## config.mk

```make
export PLATFORM = sky130hd
export DESIGN_NAME = maze_game
export DESIGN_NICKNAME = d
export VERILOG_FILES = /design/src/rtl/maze_pkg.sv /design/src/rtl/move_pick.sv /design/src/rtl/room_fsm.sv /design/src/rtl/sword_fsm.sv /design/src/rtl/maze_game.sv
export SDC_FILE = /design/constraint.sdc
export NUM_CORES = 1
export LEC_CHECK = 0
export ABC_AREA = 0
export BUFFER_PORTS_ARGS = -buffer_cell sky130_fd_sc_hd__buf_2
export CAP_MARGIN = 25
export CORE_AREA = 10 10 47 49
export CTS_CLUSTER_DIAMETER = 200
export DETAILED_ROUTE_END_ITERATION = 10
export DIE_AREA = 0 0 57 59
export HOLD_SLACK_MARGIN = 0.03
export PLACE_DENSITY_LB_ADDON = 0.25
export SKIP_CTS_REPAIR_TIMING = 1
export SYNTH_ARGS = -nofsm -noshare
export SYNTH_HDL_FRONTEND = slang
export SYNTH_SLANG_ARGS = --single-unit
export TNS_END_PERCENT = 10
```

## constraint.sdc

```tcl
create_clock -name clk -period 1.9 [get_ports clk]
set_input_delay 0.095 -clock clk [delete_from_list [all_inputs] [get_ports clk]]
set_output_delay 0.095 -clock clk [all_outputs]
set_load 0.02 [all_outputs]
```

## src/rtl/maze_pkg.sv

```systemverilog
package maze_pkg;
  localparam int ROOMS = 7;
  localparam int DIRS  = 4;
  localparam int RW    = $clog2(ROOMS);

  // room indices: bit positions of the one-hot state and of the output
  localparam int RM_CAVE    = 0;
  localparam int RM_TUNNEL  = 1;
  localparam int RM_RIVER   = 2;
  localparam int RM_SWORD   = 3;
  localparam int RM_DRAGON  = 4;
  localparam int RM_VICTORY = 5;
  localparam int RM_GRAVE   = 6;

  // direction indices; a lower index has higher priority
  localparam int DR_N = 0;
  localparam int DR_S = 1;
  localparam int DR_E = 2;
  localparam int DR_W = 3;

  typedef logic [ROOMS-1:0] room_t;
  typedef logic [DIRS-1:0]  dir_t;

  typedef enum logic { SW_NONE = 1'b0, SW_HELD = 1'b1 } sword_st_t;

  // exit table: returns the destination index, or the room itself when the
  // granted direction has no exit from it
  function automatic int exit_dest(int rm, dir_t g, logic held);
    int d;
    d = rm;
    case (rm)
      RM_CAVE:    if (g[DR_E]) d = RM_TUNNEL;
      RM_TUNNEL: begin
        if (g[DR_W]) d = RM_CAVE;
        if (g[DR_S]) d = RM_RIVER;
      end
      RM_RIVER: begin
        if (g[DR_W]) d = RM_SWORD;
        if (g[DR_E]) d = RM_DRAGON;
      end
      RM_SWORD:   if (g[DR_E]) d = RM_RIVER;
      RM_DRAGON:  d = held ? RM_VICTORY : RM_GRAVE;
      default:    d = rm;
    endcase
    return d;
  endfunction
endpackage

```

## src/rtl/move_pick.sv

```systemverilog
module move_pick
  import maze_pkg::*;
#(
  parameter int N = DIRS
) (
  input  logic [N-1:0] req,
  output logic [N-1:0] grant
);
  logic [N:0] blocked;

  assign blocked[0] = 1'b0;

  genvar i;
  generate
    for (i = 0; i < N; i++) begin : g_pri
      assign grant[i]     = req[i] & ~blocked[i];
      assign blocked[i+1] = blocked[i] | req[i];
    end
  endgenerate

  // at most one direction is passed on, and only one that was requested
  always_comb begin
    p_grant_onehot_r5: assert ($onehot0(grant));
    p_grant_subset_r5: assert ((grant & ~req) == '0);
  end
endmodule

```

## src/rtl/room_fsm.sv

```systemverilog
module room_fsm
  import maze_pkg::*;
(
  input  logic  clk,
  input  logic  rst,
  input  dir_t  grant,
  input  logic  held,
  output room_t room,
  output logic  at_sword
);
  room_t room_q;
  room_t room_d;

  always_comb begin
    room_d = '0;
    for (int i = 0; i < ROOMS; i++) begin
      if (room_q[i]) room_d[exit_dest(i, grant, held)] = 1'b1;
    end
  end

  always_ff @(posedge clk) begin
    if (rst) room_q <= room_t'(1) << RM_CAVE;
    else     room_q <= room_d;
  end

  assign room     = room_q;
  assign at_sword = room_q[RM_SWORD];

  p_room_onehot_r1: assert property (@(posedge clk) disable iff (rst)
    $countones(room_q) == 1);

  p_reset_cave_r2: assert property (@(posedge clk)
    rst |=> room_q == (room_t'(1) << RM_CAVE));

  p_dead_end_stay_r4: assert property (@(posedge clk) disable iff (rst)
    (room_q[RM_CAVE] && grant == dir_t'(1 << DR_N)) |=> room_q[RM_CAVE]);

  p_dragon_win_r8: assert property (@(posedge clk) disable iff (rst)
    (room_q[RM_DRAGON] && held) |=> room_q[RM_VICTORY]);

  p_dragon_lose_r8: assert property (@(posedge clk) disable iff (rst)
    (room_q[RM_DRAGON] && !held) |=> room_q[RM_GRAVE]);

  p_absorb_r9: assert property (@(posedge clk) disable iff (rst)
    (room_q[RM_VICTORY] || room_q[RM_GRAVE]) |=> $stable(room_q));
endmodule

```

## src/rtl/sword_fsm.sv

```systemverilog
module sword_fsm
  import maze_pkg::*;
(
  input  logic clk,
  input  logic rst,
  input  logic at_sword,
  output logic held
);
  sword_st_t st_q;
  sword_st_t st_d;

  always_comb begin
    st_d = st_q;
    if (st_q == SW_NONE && at_sword) st_d = SW_HELD;
  end

  always_ff @(posedge clk) begin
    if (rst) st_q <= SW_NONE;
    else     st_q <= st_d;
  end

  assign held = (st_q == SW_HELD);

  p_sword_clear_r2: assert property (@(posedge clk) rst |=> !held);

  p_sword_pick_r6: assert property (@(posedge clk) disable iff (rst)
    at_sword |=> held);

  p_sword_sticky_r7: assert property (@(posedge clk) disable iff (rst)
    held |=> held);
endmodule

```

## src/rtl/maze_game.sv

```systemverilog
module maze_game
  import maze_pkg::*;
(
  input  logic             clk,
  input  logic             rst,
  input  logic             go_n,
  input  logic             go_s,
  input  logic             go_e,
  input  logic             go_w,
  output logic [ROOMS-1:0] room_oh,
  output logic             sword_held,
  output logic             won,
  output logic             dead
);
  dir_t  req;
  dir_t  grant;
  room_t room;
  logic  at_sword;
  logic  held;

  always_comb begin
    req       = '0;
    req[DR_N] = go_n;
    req[DR_S] = go_s;
    req[DR_E] = go_e;
    req[DR_W] = go_w;
  end

  move_pick #(.N(DIRS)) u_pick (
    .req   (req),
    .grant (grant)
  );

  room_fsm u_room (
    .clk      (clk),
    .rst      (rst),
    .grant    (grant),
    .held     (held),
    .room     (room),
    .at_sword (at_sword)
  );

  sword_fsm u_sword (
    .clk      (clk),
    .rst      (rst),
    .at_sword (at_sword),
    .held     (held)
  );

  assign room_oh    = room;
  assign sword_held = held;
  assign won        = room[RM_VICTORY];
  assign dead       = room[RM_GRAVE];

  p_flags_excl_r9: assert property (@(posedge clk) disable iff (rst)
    !(won && dead));
endmodule

```

==> flow_summary.json, run 1 <==
{
  "status": "finished, final reports clean",
  "antenna_cells": 0,
  "wirelength_um": 783,
  "detail-route-antenna-nets": 0,
  "grt_pass1_wl_mm": 1.37,
  "setup.worst_path.end": "room_oh[1]",
  "cpPeakStageDelay_ns": 0.38,
  "critical_path_class": "register to output port",
  "r2r_start": "u_room.room[1]",
  "first_iter_violations": 4,
  "ys_warn_count": 0,
  "finalHoldViolCount": 0,
  "grt-busiest-layer": "met3",
  "drcViolationCount": 0,
  "crit_path_top_delay_cell": "dfxtp_1",
  "final.period_utilization": 0.486,
  "io_buffers": 15,
  "arrival_ns": 0.83,
  "setup_tns_ns": 0,
  "fillers": 160,
  "wl_per_cell_um": 11.5,
  "rsz0062_at_grt": "no",
  "cts_sinks": 8,
  "cpLargestDelayFamily": "flip-flops",
  "tightest_slew_ns": 0.176,
  "max_clock_freq_mhz": 1080,
  "place.gp.congestion": 0.780,
  "synth_area_per_cell_um2": 8.89,
  "path_clk_slew_ns": 0.06,
  "fin_crit_ns": 0.923,
  "slew_viol_final": 0,
  "irDropWorstVdd_mv": 0.404,
  "cts-htree-levels": 1,
  "start_util": 0.235,
  "slew_headroom": 0.882,
  "nets": 60,
  "powerDensity_nw_per_um2": 789,
  "worstReg2RegEnd": "u_room.room[2]",
  "setup.worst_path.start": "u_room.room[1]",
  "core_area_um2": 1400,
  "final_cell_mix": "buf_2, dfxtp_1, nor2_1",
  "critPathCaptureType": "output port",
  "instances_no_fill": 68,
  "ff2ff_path_depth": 3,
  "overflow": 0,
  "grt_pass1_vias": 299,
  "die-area_um2": 3360,
  "r2r_slack_ns": 1.12,
  "grt.total_usage": 0.0529,
  "dr.pass1.iters": 4,
  "drv_cap": 0,
  "setup_viol": 0,
  "clock_skew_ns": 0.00227,
  "crit_fanout": 5,
  "grt_max_degree": 8,
  "syn_nets": 43,
  "vias_per_cell": 4.46,
  "critPathRequiredTime_ns": 1.80,
  "drive_above_1_share": 0.404,
  "met2_usage": 0.0620,
  "synth-seq-area-share": 0.487,
  "ctsLongestPathBuffers": 2,
  "hold_path.class": "primary input to register",
  "antenna_found_initial": 0,
  "io_pins": 16,
  "start_kind": "register",
  "use_met1": 0.0564,
  "p_leak_nw": 0.198,
  "final_common_cell": "buf_2",
  "clk_latency_ns": 0.25,
  "synth-seq-cells": 8,
  "cp.depth": 1,
  "use_met3": 0.0622,
  "cts_root_buffer": "clkbuf_4",
  "cts_tree": "yes",
  "fp.dieH_um": 59,
  "synth_area_um2": 329,
  "yosysUniqueCellTypes": 17,
  "std_cell_rows": 14,
  "die_w_um": 57,
  "syn_inst": 37,
  "dp_cells": 65,
  "cts_buffers": 3,
  "via_count": 303,
  "worstPathCellList": "buf_2",
  "area_delta_synth_final_pct": 28.9,
  "crit_buf_inv": 1
}
[state kept, by name (all words and copies together) (netlist names)]
name          cells
u_room.room       7
u_sword.held      1
[power breakdown]
part / leakage, nW / total, mW / internal, mW / switching, mW
logic: 0.120 / 0.0294 / 0.0117 / 0.0178
clock network: 0.0138 / 0.132 / 0.0724 / 0.0593
registers: 0.0647 / 0.173 / 0.171 / 0.00268
total: 0.198 / 0.335 / 0.255 / 0.0798
[layout make-up]
| class | instances | area [um^2] | share of cell area |
|---|---|---|---|
| Sequential cell | 8 | 160 | 0.378 |
| Multi-Input combinational cell | 24 | 139 | 0.327 |
| Timing Repair Buffer | 15 | 75.1 | 0.177 |
| Clock buffer | 3 | 22.5 | 0.0531 |
| Tap cell | 16 | 20.0 | 0.0472 |
| Inverter | 2 | 7.51 | 0.0177 |
[layer usage]
layer  part of all wire  wire length, um  vias up
met5                  0                0        -
met4              0.010                8        0
met3               0.18              141        2
met2               0.40              310       14
met1               0.41              322      132
li1                   -                -      155
[synth_stat cells]
cell type / instances / area, um^2
nor3_2: 1 / 10.0
a32o_1: 1 / 10.0
a31oi_1: 3 / 18.8
dfxtp_1: 8 / 160
inv_1: 2 / 7.51
o21ai_0: 1 / 5.00
and3_1: 1 / 6.26
nand2_1: 3 / 11.3
nor2_1: 5 / 18.8
a21oi_1: 2 / 10.0
nand3b_1: 1 / 7.51
buf_4: 3 / 22.5
and2_4: 1 / 8.76
nor2_4: 1 / 11.3
nand2b_1: 1 / 6.26
o21ai_1: 2 / 10.0
nand3_1: 1 / 5.00
[stage by stage]
step | util | setup slack, ns | power [mW] | instance area (um^2) | hold WS [ns]
floorplan | - | 1.08 | 0.191 | 329 | 0.164
finish | 0.303 | 0.977 | 0.335 | 424 | 0.109
global route | 0.303 | 0.914 | 0.358 | 424 | 0.113
detailed placement | 0.287 | 1.08 | 0.207 | 402 | 0.380
global placement | 0.287 | 1.09 | 0.207 | 402 | 0.385
CTS | 0.303 | 0.963 | 0.340 | 424 | 0.108
[kinds of logic (layout without fill, tap and decap cells)]
group                  Yosys count  count (layout)  share of synthesized area
AO/OA/AOI/OAI                    9               9                      0.163
buffers and inverters            5              20                     0.0913
flip-flops                       8               8                      0.487
AND/OR/NAND/NOR                 15              15                      0.259
[how the worst min path moves through the flow]
stage | from | to | slack [ns] | cells after the start
6_report | rst | u_room.room[3] | 0.11 | 2
4_1_cts | rst | u_room.room[3] | 0.11 | 2
2_1_floorplan | rst | u_room.room[1] | 0.16 | 1
3_3_place_gp | rst | u_sword.held | 0.39 | 2
5_1_grt | rst | u_room.room[3] | 0.11 | 2
3_5_place_dp | rst | u_room.room[3] | 0.38 | 2
(Power assumes the default switching activity.)
==> run 2: changes to the inputs <==
ABC_AREA = 1   (was 0)
clock period = 0.85 ns   (was 1.9 ns; I/O delays follow)
==> flow_summary.json, run 2 <==
{
  "vias_per_cell": 4.26,
  "ctsLongestPathBuffers": 2,
  "finalHoldViolCount": 0,
  "grt_pass1_wl_mm": 1.40,
  "crit_fanout": 3,
  "tightest_slew_ns": 0.159,
  "arrival_ns": 0.76,
  "fin_crit_ns": 0.799,
  "drive_above_1_share": 0.448,
  "synth_most_common_cell": "dfxtp_1",
  "swShare": 0.229,
  "cts-htree-levels": 1,
  "largest_reg_flops": 7,
  "m1WireLength_um": 355,
  "antenna_found_initial": 0,
  "ys.flop_type": "dfxtp_1",
  "setup_viol": 0,
  "core_area_um2": 1400,
  "synth_area_per_cell_um2": 7.89,
  "rsz0062_at_grt": "yes",
  "slew_headroom": 0.893,
  "antenna_cells": 0,
  "place_ws_ns": 0.112,
  "area_delta_synth_final_pct": 34.3,
  "drcViolationCount": 0,
  "p_total_uw": 737,
  "start_kind": "register",
  "status": "finished, final reports clean",
  "power_frac_seq": 0.524,
  "powerDensity_nw_per_um2": 1620,
  "ys_warn_count": 0,
  "ys_top_cells_by_area": "dfxtp_1, a21oi_1, inv_1, buf_4, nand2_1",
  "synth_edf_count": 0,
  "setup.worst_path.start": "u_room.room[6]",
  "nets": 66,
  "top_layer_used": "met3",
  "r2r_start": "u_room.room[1]",
  "grt_max_degree": 8,
  "cpLargestDelayFamily": "flip-flops",
  "crit_buf_inv": 1,
  "synthArstFlopShare": 0,
  "die-area_um2": 3360,
  "synth_area_um2": 339,
  "crit_path_top_delay_cell": "dfxtp_1",
  "dr.pass1.iters": 4,
  "clk_latency_ns": 0.25,
  "final.period_utilization": 0.940,
  "cts_root_buffer": "clkbuf_4",
  "start_util": 0.242,
  "cpPeakStageDelay_ns": 0.34,
  "critPathCaptureType": "output port",
  "cp.depth": 1,
  "critical_path_class": "register to output port",
  "io_pins": 16,
  "p_int_uw": 569,
  "power.combinational.fraction": 0.089,
  "clock_skew_ns": 0.000411,
  "io_buffers": 15,
  "path_clk_slew_ns": 0.05,
  "wl_met2_um": 316,
  "worstReg2RegEnd": "u_room.room[1]",
  "wl_per_cell_um": 11.1,
  "grt_pass1_vias": 346,
  "critPathRequiredTime_ns": 0.81,
  "yosysTopAreaCell": "dfxtp_1",
  "cts_buffers": 3,
  "utilization": 0.325,
  "std_cell_rows": 14,
  "wirelength_um": 819,
  "slew_viol_final": 0,
  "netlist_top_cells_count": "dfxtp_1, a21oi_1, inv_1",
  "setup_tns_ns": 0,
  "r2r_slack_ns": 0.10,
  "final_cell_mix": "buf_2, inv_1, a21oi_1",
  "clockPowerShare": 0.387,
  "p_leak_nw": 0.208,
  "route.met3.wl_um": 147,
  "fp.dieH_um": 59,
  "place.gp.congestion": 0.692,
  "setup_ws_ns": 0.0511,
  "setup.worst_path.end": "dead",
  "syn_nets": 49,
  "irDropWorstVdd_mv": 0.576,
  "grt.total_usage": 0.0551,
  "ff2ff_path_depth": 4,
  "syn_inst": 43,
  "synth-seq-cells": 8,
  "synth-seq-area-share": 0.472,
  "first_iter_violations": 2,
  "die_w_um": 57,
  "cts_tree": "yes",
  "synth_top_area_share": 0.472,
  "cts_sinks": 8,
  "overflow": 0,
  "worstPathCellList": "buf_2",
  "switching_power_uw": 169,
  "max_clock_freq_mhz": 1250,
  "final_common_cell": "buf_2",
  "hold_path.class": "primary input to register",
  "drv_cap": 0,
  "yosysUniqueCellTypes": 13,
  "detail-route-antenna-nets": 0,
  "via_count": 315
}
==> run 2: cell count changes after synthesis, moves of 2 or more <==
cell | previous run | this run
a21oi_1 | 2 | 7
a31oi_1 | 3 | 0
inv_1 | 2 | 7
nand2_1 | 3 | 6
nand3_1 | 1 | 3
nor2_1 | 5 | 3
==> run 2: cells by family after synthesis <==
kind of cell | after synthesis | synth area share
AND/OR/NAND/NOR | 15 | 0.225
AO/OA/AOI/OAI | 10 | 0.159
buffers and inverters | 10 | 0.144
flip-flops | 8 | 0.472
==> run 2: through the flow <==
step | hold WS (ns) | area, um^2 | cells
after floorplan | 0.105 | 339 | 43
after global placement | 0.309 | 412 | 71
after detailed placement | 0.308 | 412 | 71
after CTS | 0.0363 | 434 | 74
after global routing | 0.0308 | 455 | 74
final | 0.0337 | 455 | 74
==> run 2: layout make-up <==
class	count	area (um^2)
well taps	16	20.0
inverters	7	26.3
clock buffers	3	22.5
flip-flops and latches	8	166
repair buffers	15	90.1
multi-input cells	25	130
fillers	164	946
==> run 2: power groups by stage <==
stage	registers, mW	logic (mW)	clock network, mW
finish	0.386	0.0658	0.285
CTS	0.386	0.0635	0.303
global route	0.387	0.0741	0.342
global placement	0.394	0.0635	0
detailed placement	0.394	0.0631	0
floorplan	0.400	0.0231	0
==> run 2: metal layers <==
| metal | track usage | vias up |
|---|---|---|
| li1 | - | 166 |
| met3 | 0.0558 | 0 |
| met5 | 0 | - |
| met2 | 0.0589 | 15 |
| met4 | 0.0503 | 0 |
| met1 | 0.0578 | 134 |
==> run 2: how the worst min path moves through the flow <==
stage / start / cells after the start / end / slack (ns)
finish: rst / 2 / u_room.room[2] / 0.03
global route: rst / 2 / u_room.room[2] / 0.03
CTS: rst / 2 / u_room.room[2] / 0.04
detailed placement: rst / 2 / u_room.room[2] / 0.31
global placement: rst / 2 / u_room.room[2] / 0.31
floorplan: rst / 1 / u_room.room[2] / 0.10
